**config.mk**
```make
export PLATFORM = sky130hd
export DESIGN_NAME = i2c_ctl_slave
export DESIGN_NICKNAME = d
export VERILOG_FILES = /design/src/rtl/i2c_ctl_pkg.sv /design/src/rtl/i2c_pin_sync.sv /design/src/rtl/i2c_byte_fsm.sv /design/src/rtl/i2c_ctl_slave.sv
export SDC_FILE = /design/constraint.sdc
export NUM_CORES = 1
export LEC_CHECK = 0
export BUFFER_PORTS_ARGS = -buffer_cell sky130_fd_sc_hd__buf_4
export CORE_MARGIN = 3
export CORE_UTILIZATION = 60
export DETAILED_ROUTE_END_ITERATION = 12
export GPL_ROUTABILITY_DRIVEN = 0
export PLACE_DENSITY = 0.87
export SLEW_MARGIN = 20
export SYNTH_ARGS = -nofsm -noshare
export SYNTH_HDL_FRONTEND = slang
export SYNTH_SLANG_ARGS = --single-unit
```
**constraint.sdc**
```tcl
create_clock -name clk -period 3.5 [get_ports clk]
set_input_delay 0.35 -clock clk [delete_from_list [all_inputs] [get_ports clk]]
set_output_delay 0.35 -clock clk [all_outputs]
set_load 0.1 [all_outputs]
```
**src/rtl/i2c_ctl_pkg.sv**
```systemverilog
package i2c_ctl_pkg;
    localparam int BYTE_W = 8;
    localparam int CNT_W  = $clog2(BYTE_W);
    localparam int PTR_W  = BYTE_W - 1;

    typedef enum logic [2:0] {
        ST_IDLE,
        ST_RX,
        ST_ACK_WAIT,
        ST_ACK,
        ST_TX,
        ST_RACK,
        ST_RNEXT
    } state_e;

    typedef enum logic [1:0] {
        K_ADDR,
        K_PTR,
        K_DATA
    } kind_e;
endpackage

```
**src/rtl/i2c_pin_sync.sv**
```systemverilog
module i2c_pin_sync #(
    parameter int STAGES = 2
) (
    input  logic clk,
    input  logic rst_n,
    input  logic scl_i,
    input  logic sda_i,
    output logic sda_s,
    output logic scl_rise,
    output logic scl_fall,
    output logic start_det,
    output logic stop_det
);
    typedef struct packed {
        logic [STAGES:0] scl;
        logic [STAGES:0] sda;
    } pipe_t;

    pipe_t pipe_d, pipe_q;
    logic  scl_now, scl_old, sda_now, sda_old;

    always_comb begin
        pipe_d     = pipe_q;
        pipe_d.scl = {pipe_q.scl[STAGES-1:0], scl_i};
        pipe_d.sda = {pipe_q.sda[STAGES-1:0], sda_i};
    end

    always_ff @(posedge clk or negedge rst_n) begin
        if (!rst_n) pipe_q <= '1;
        else        pipe_q <= pipe_d;
    end

    assign scl_now   = pipe_q.scl[STAGES-1];
    assign scl_old   = pipe_q.scl[STAGES];
    assign sda_now   = pipe_q.sda[STAGES-1];
    assign sda_old   = pipe_q.sda[STAGES];
    assign sda_s     = sda_now;
    assign scl_rise  = scl_now & ~scl_old;
    assign scl_fall  = ~scl_now & scl_old;
    assign start_det = scl_now & scl_old & sda_old & ~sda_now;
    assign stop_det  = scl_now & scl_old & ~sda_old & sda_now;
endmodule

```
**src/rtl/i2c_byte_fsm.sv**
```systemverilog
module i2c_byte_fsm
    import i2c_ctl_pkg::*;
#(
    parameter logic [BYTE_W-3:0] ADDR_HI = 6'b001000
) (
    input  logic              clk,
    input  logic              rst_n,
    input  logic              sda_s,
    input  logic              scl_rise,
    input  logic              scl_fall,
    input  logic              start_det,
    input  logic              stop_det,
    input  logic              strap_i,
    input  logic [BYTE_W-1:0] rd_data,
    output logic              sda_oe,
    output logic              wr_en,
    output logic [BYTE_W-1:0] wr_data,
    output logic [PTR_W-1:0]  reg_addr,
    output logic              idle_o
);
    localparam logic [CNT_W-1:0] LAST_BIT = CNT_W'(BYTE_W - 1);
    localparam logic [PTR_W-1:0] ONE      = PTR_W'(1);

    typedef struct packed {
        state_e            state;
        kind_e             kind;
        logic [CNT_W-1:0]  cnt;
        logic [BYTE_W-1:0] shreg;
        logic              rw;
        logic [BYTE_W-1:0] ptr;
        logic              drive;
        logic              wr_en;
        logic [BYTE_W-1:0] wr_data;
    } fsm_t;

    fsm_t cur_q, nxt_d;

    always_comb begin
        logic [BYTE_W-1:0] byte_v;
        nxt_d       = cur_q;
        nxt_d.wr_en = 1'b0;
        byte_v      = {cur_q.shreg[BYTE_W-2:0], sda_s};
        if (start_det) begin
            nxt_d.state = ST_RX;
            nxt_d.kind  = K_ADDR;
            nxt_d.cnt   = '0;
            nxt_d.drive = 1'b0;
        end else if (stop_det) begin
            nxt_d.state = ST_IDLE;
            nxt_d.drive = 1'b0;
        end else begin
            case (cur_q.state)
                ST_RX: if (scl_rise) begin
                    nxt_d.shreg = byte_v;
                    nxt_d.cnt   = cur_q.cnt + 1'b1;
                    if (cur_q.cnt == LAST_BIT) begin
                        nxt_d.state = ST_ACK_WAIT;
                        case (cur_q.kind)
                            K_ADDR: begin
                                if (byte_v[BYTE_W-1:1] == {ADDR_HI, strap_i})
                                    nxt_d.rw = byte_v[0];
                                else
                                    nxt_d.state = ST_IDLE;
                            end
                            K_PTR:   nxt_d.ptr = byte_v;
                            default: begin
                                nxt_d.wr_en   = 1'b1;
                                nxt_d.wr_data = byte_v;
                            end
                        endcase
                    end
                end
                ST_ACK_WAIT: if (scl_fall) begin
                    nxt_d.drive = 1'b1;
                    nxt_d.state = ST_ACK;
                    if (cur_q.kind == K_DATA && cur_q.ptr[PTR_W])
                        nxt_d.ptr[PTR_W-1:0] = cur_q.ptr[PTR_W-1:0] + ONE;
                end
                ST_ACK: if (scl_fall) begin
                    nxt_d.cnt = '0;
                    if (cur_q.kind == K_ADDR && cur_q.rw) begin
                        nxt_d.shreg = rd_data;
                        nxt_d.drive = ~rd_data[BYTE_W-1];
                        nxt_d.state = ST_TX;
                    end else begin
                        nxt_d.drive = 1'b0;
                        nxt_d.state = ST_RX;
                        nxt_d.kind  = (cur_q.kind == K_ADDR) ? K_PTR : K_DATA;
                    end
                end
                ST_TX: if (scl_fall) begin
                    if (cur_q.cnt == LAST_BIT) begin
                        nxt_d.drive = 1'b0;
                        nxt_d.state = ST_RACK;
                        if (cur_q.ptr[PTR_W])
                            nxt_d.ptr[PTR_W-1:0] = cur_q.ptr[PTR_W-1:0] + ONE;
                    end else begin
                        nxt_d.shreg = {cur_q.shreg[BYTE_W-2:0], 1'b0};
                        nxt_d.cnt   = cur_q.cnt + 1'b1;
                        nxt_d.drive = ~cur_q.shreg[BYTE_W-2];
                    end
                end
                ST_RACK: if (scl_rise) begin
                    nxt_d.state = sda_s ? ST_IDLE : ST_RNEXT;
                end
                ST_RNEXT: if (scl_fall) begin
                    nxt_d.shreg = rd_data;
                    nxt_d.drive = ~rd_data[BYTE_W-1];
                    nxt_d.cnt   = '0;
                    nxt_d.state = ST_TX;
                end
                default: ;
            endcase
        end
    end

    always_ff @(posedge clk or negedge rst_n) begin
        if (!rst_n) begin
            cur_q       <= '0;
            cur_q.state <= ST_IDLE;
            cur_q.kind  <= K_ADDR;
        end else begin
            cur_q <= nxt_d;
        end
    end

    assign sda_oe   = cur_q.drive;
    assign wr_en    = cur_q.wr_en;
    assign wr_data  = cur_q.wr_data;
    assign reg_addr = cur_q.ptr[PTR_W-1:0];
    assign idle_o   = (cur_q.state == ST_IDLE);
endmodule

```
**src/rtl/i2c_ctl_slave.sv**
```systemverilog
module i2c_ctl_slave
    import i2c_ctl_pkg::*;
#(
    parameter logic [BYTE_W-3:0] ADDR_HI     = 6'b001000,
    parameter int                SYNC_STAGES = 2
) (
    input  logic              clk,
    input  logic              rst_n,
    input  logic              scl_i,
    input  logic              sda_i,
    output logic              sda_oe,
    input  logic              strap_i,
    output logic [PTR_W-1:0]  reg_addr,
    output logic              reg_wr_en,
    output logic [BYTE_W-1:0] reg_wr_data,
    input  logic [BYTE_W-1:0] reg_rd_data
);
    logic sda_s, scl_rise, scl_fall, start_det, stop_det, fsm_idle;

    i2c_pin_sync #(.STAGES(SYNC_STAGES)) u_sync (
        .clk       (clk),
        .rst_n     (rst_n),
        .scl_i     (scl_i),
        .sda_i     (sda_i),
        .sda_s     (sda_s),
        .scl_rise  (scl_rise),
        .scl_fall  (scl_fall),
        .start_det (start_det),
        .stop_det  (stop_det)
    );

    i2c_byte_fsm #(.ADDR_HI(ADDR_HI)) u_fsm (
        .clk       (clk),
        .rst_n     (rst_n),
        .sda_s     (sda_s),
        .scl_rise  (scl_rise),
        .scl_fall  (scl_fall),
        .start_det (start_det),
        .stop_det  (stop_det),
        .strap_i   (strap_i),
        .rd_data   (reg_rd_data),
        .sda_oe    (sda_oe),
        .wr_en     (reg_wr_en),
        .wr_data   (reg_wr_data),
        .reg_addr  (reg_addr),
        .idle_o    (fsm_idle)
    );
endmodule

```
==> summary.txt <==
Drt
  • TritonRoute pass-1 iters: 4
  • Vias after detailed routing: 1733
  • Routed len/inst: 16.5 µm
  • # DRC: 0
  • DRT iter0 DRCs: 185
  • DR vias/cell: about 6.1
  • Routed Antenna Nets: 0
  • Final wirelength: between 4000 and 5000 µm

Synthesis
  • Netlist cell types: between 50 and 60
  • Avg Inst Size Synth: 10.0 µm²
  • Synth cell count leaders: dfrtp_1, mux2_2, nor2_1
  • EDFF count, synth: 0
  • Net Count, Synth: around 240
  • Top post-synthesis cells by area: dfrtp_1, mux2_2, dfstp_2
  • Yosys reg bits: 40
  • YS warnings: 0
  • Largest area contributor in the netlist: dfrtp_1
  • Yosys top cell area share: 0.371
  • Synthesized area: 2290 µm²
  • Main synth FF type: dfrtp_1
  • Synthesized instance count: 228
  • Top-count cell post-synth: dfrtp_1
  • FFs w/ async S/R, synth: 1.00
  • Sequential fraction of the synthesis area: 0.440

Layout
  • Fin cells: 284
  • Area Overhead vs Synth: 7.76%
  • Final Util: 0.706
  • Fill cell count: between 200 and 300
  • Ant diodes: 0
  • Layout cells sized above 1: 0.286
  • Layout net count: 253

Die
  • Die width: between 60 and 70 µm
  • Initial core utilization: 0.656
  • Num ports: 30
  • DIE HEIGHT: between 60 and 70 µm
  • Num rows: 21
  • Core area: ~3500 µm²
  • Die area: roughly 4600 µm²

Worst setup path
  • Slowest cell on crit path: a2111o_1
  • Crit. End Element: flop
  • RR Endpoint: u_fsm.reg_addr[0]
  • Critical path class: flop to flop
  • Startpoint types: flop
  • Critical Path RT: 3.69 ns
  • Worst Reg-to-Reg Cells: 7
  • Worst R2R Start: u_fsm.cur_q[27]
  • Max incr delay on CP: ~0.55 ns
  • Arrival time at the worst endpoint: 2.43 ns
  • CP Cell Sequence: ha_1 -> ha_1 -> nand4b_1 -> a21o_1 -> a2111o_1 -> mux2i_1 -> o41ai_2
  • FF-to-FF setup slack: 1.26 ns
  • CP dominant cell by count: ha_1
  • CP Max Fanout: 14

Global routing
  • Largest net degree at the start of global routing: approximately 40
  • Antenna violations before repair: 0
  • GRT Total Usage: 0.228
  • Vias in the first global route: 1632
  • First-pass GRT wire length: ~7700 µm
  • Total gr overflow: 0

STA
  • Final TNS setup: 0 ns
  • Fmax: 446 MHz
  • Max-slew headroom: 0.518
  • Final setup fails: 0
  • Worst Max-Slew Pin Slew: 0.722 ns
  • Worst hold margin: 0.00862 ns
  • Fin crit share: 0.640
  • Fin. max-slew vios: 0
  • Min Tclk post-route: roughly 2.2 ns
  • Final clock skew: 0.0123 ns
  • Unrepaired setup endpoints after global routing: false
  • Final Hold Vio Count: 0

Clock tree
  • Post_cts resized: 0
  • Root buf cell: clkbuf_8
  • Hold buffer count at cts: 0
  • CTS buffer count: 5
  • Clock Latency Late Sink: approximately 0.3 ns
  • Clk slew on worst S/H paths: approximately 0.08 ns
  • CTS tree: done
  • Clk sinks: 40
  • CTS Buffer Depth: 2
  • Post-CTS setup buffer count: 0
  • CTS H-tree depth: 2

Placement
  • HPWL Detailed: approximately 3200 µm
  • PortBufs: 29
  • Cells after DPL: around 280

Power and ir drop
  • Clock power share: 0.326
  • Sw Share: 0.279
  • Leakage: around 1.2 nW
  • Seq pwr share: 0.555
  • Psw: about 0.00026 W
  • Pint: roughly 0.00066 W
  • Combinational cell fraction of total power: 0.119
  • Worst VDD drop: approximately 0.32 mV
  • PwrDens: around 370 nW/µm²

Min path
  • Min-delay worst type: input pin to async pin

Job
  • Max_cap viols: 0

Run status
  • Run status: finished, final reports clean
[worst max-delay path, delay by kind of cell (launching register included)]
| kind | cells | cell delay [ns] |
|---|---|---|
| adder cells (fa/ha/maj) | 2 | 0.53 |
| flip-flops | 1 | 0.38 |
| AO/OA/AOI/OAI | 3 | 0.84 |
| AND/OR/NAND/NOR | 1 | 0.14 |
| multiplexers | 1 | 0.25 |
[logic make-up after synthesis]
kind of cell               Yosys count  synth area share
AOI/OAI and AO/OA                   55             0.168
muxes                               21             0.102
buffers and inverters               32            0.0890
xor gates and xnor gates             4            0.0153
adders and majority gates            3            0.0164
and+or+nand+nor                     73             0.169
DFF                                 40             0.440
[metal layers]
layer	track usage	up-vias	wire length, µm	part of all wire
met5	0	-	0	0
met1	0.302	833	2050	0.44
met4	0.109	0	78	0.017
met2	0.355	54	2270	0.48
li1	-	839	-	-
met3	0.0466	7	292	0.062
[through the flow]
| step | cell area (µm²) | setup slack (ns) | power, W |
|---|---|---|---|
| final | 2470 | 1.26 | 0.000921 |
| after global routing | 2470 | 1.05 | 0.000965 |
| after CTS | 2470 | 1.25 | 0.000932 |
| after detailed placement | 2380 | 1.27 | 0.000629 |
| after global placement | 2380 | 1.34 | 0.000625 |
| after floorplan | 2290 | 1.69 | 0.000597 |
[final cells by class]
cell class / instances / area [µm²] / area share
timing repair buffer: 29 / 218 / 0.0882
clock inverter: 3 / 18.8 / 0.00760
multi-input combinational: 156 / 1080 / 0.437
clock buffer: 5 / 68.8 / 0.0279
inverter: 5 / 18.8 / 0.00760
sequential: 40 / 1010 / 0.409
tap: 46 / 57.6 / 0.0233
[state kept, by name (all words and copies together) (netlist names)]
register and cells:
u_fsm.wr_en 1, u_sync.pipe_d 3, u_fsm.sda_oe 1, u_fsm.cur_q 17, u_fsm.reg_addr 7, u_sync.pipe_q 2, u_sync.sda_s 1, u_fsm.wr_data 8
[power groups by stage]
stage                     clock network [W]  registers [W]   logic, W
after floorplan                           0       0.000508  0.0000888
after global placement                    0       0.000518   0.000107
after detailed placement                  0       0.000520   0.000110
after CTS                          0.000311       0.000511   0.000110
after global routing               0.000330       0.000516   0.000118
final                              0.000301       0.000511   0.000110
[worst max path at each step]
stage                                from           endpoint  slack, ns  cells after the start
after detailed placement  u_fsm.cur_q[27]  u_fsm.reg_addr[0]       1.27                      7
after global routing      u_fsm.cur_q[27]  u_fsm.reg_addr[3]       1.05                      7
final                     u_fsm.cur_q[27]  u_fsm.reg_addr[0]       1.26                      7
after CTS                 u_fsm.cur_q[27]  u_fsm.reg_addr[0]       1.25                      7
after global placement    u_fsm.cur_q[27]  u_fsm.reg_addr[0]       1.34                      7
after floorplan           u_fsm.cur_q[27]    u_fsm.cur_q[27]       1.69                      7
[cells in the final DEF, fill, tap and decap left out, types with 2 or more instances in the layout]
master	n
clkinv_2	2
mux2i_1	2
nand2b_1	7
nor2b_1	3
a31oi_1	5
a22oi_1	3
dfrtp_1	34
nand2_1	11
and3_1	3
clkbuf_8	5
xnor2_1	3
o311ai_0	2
inv_1	5
a21oi_1	9
ha_1	3
o41ai_1	2
nand4_1	6
mux2_2	19
dfstp_2	6
o21ai_1	5
nand3_1	6
buf_4	29
o21ai_0	9
nor2_1	19
nor3_1	4
a22o_1	6
or2_2	2
Note: power is estimated with default switching activity, not from simulation.
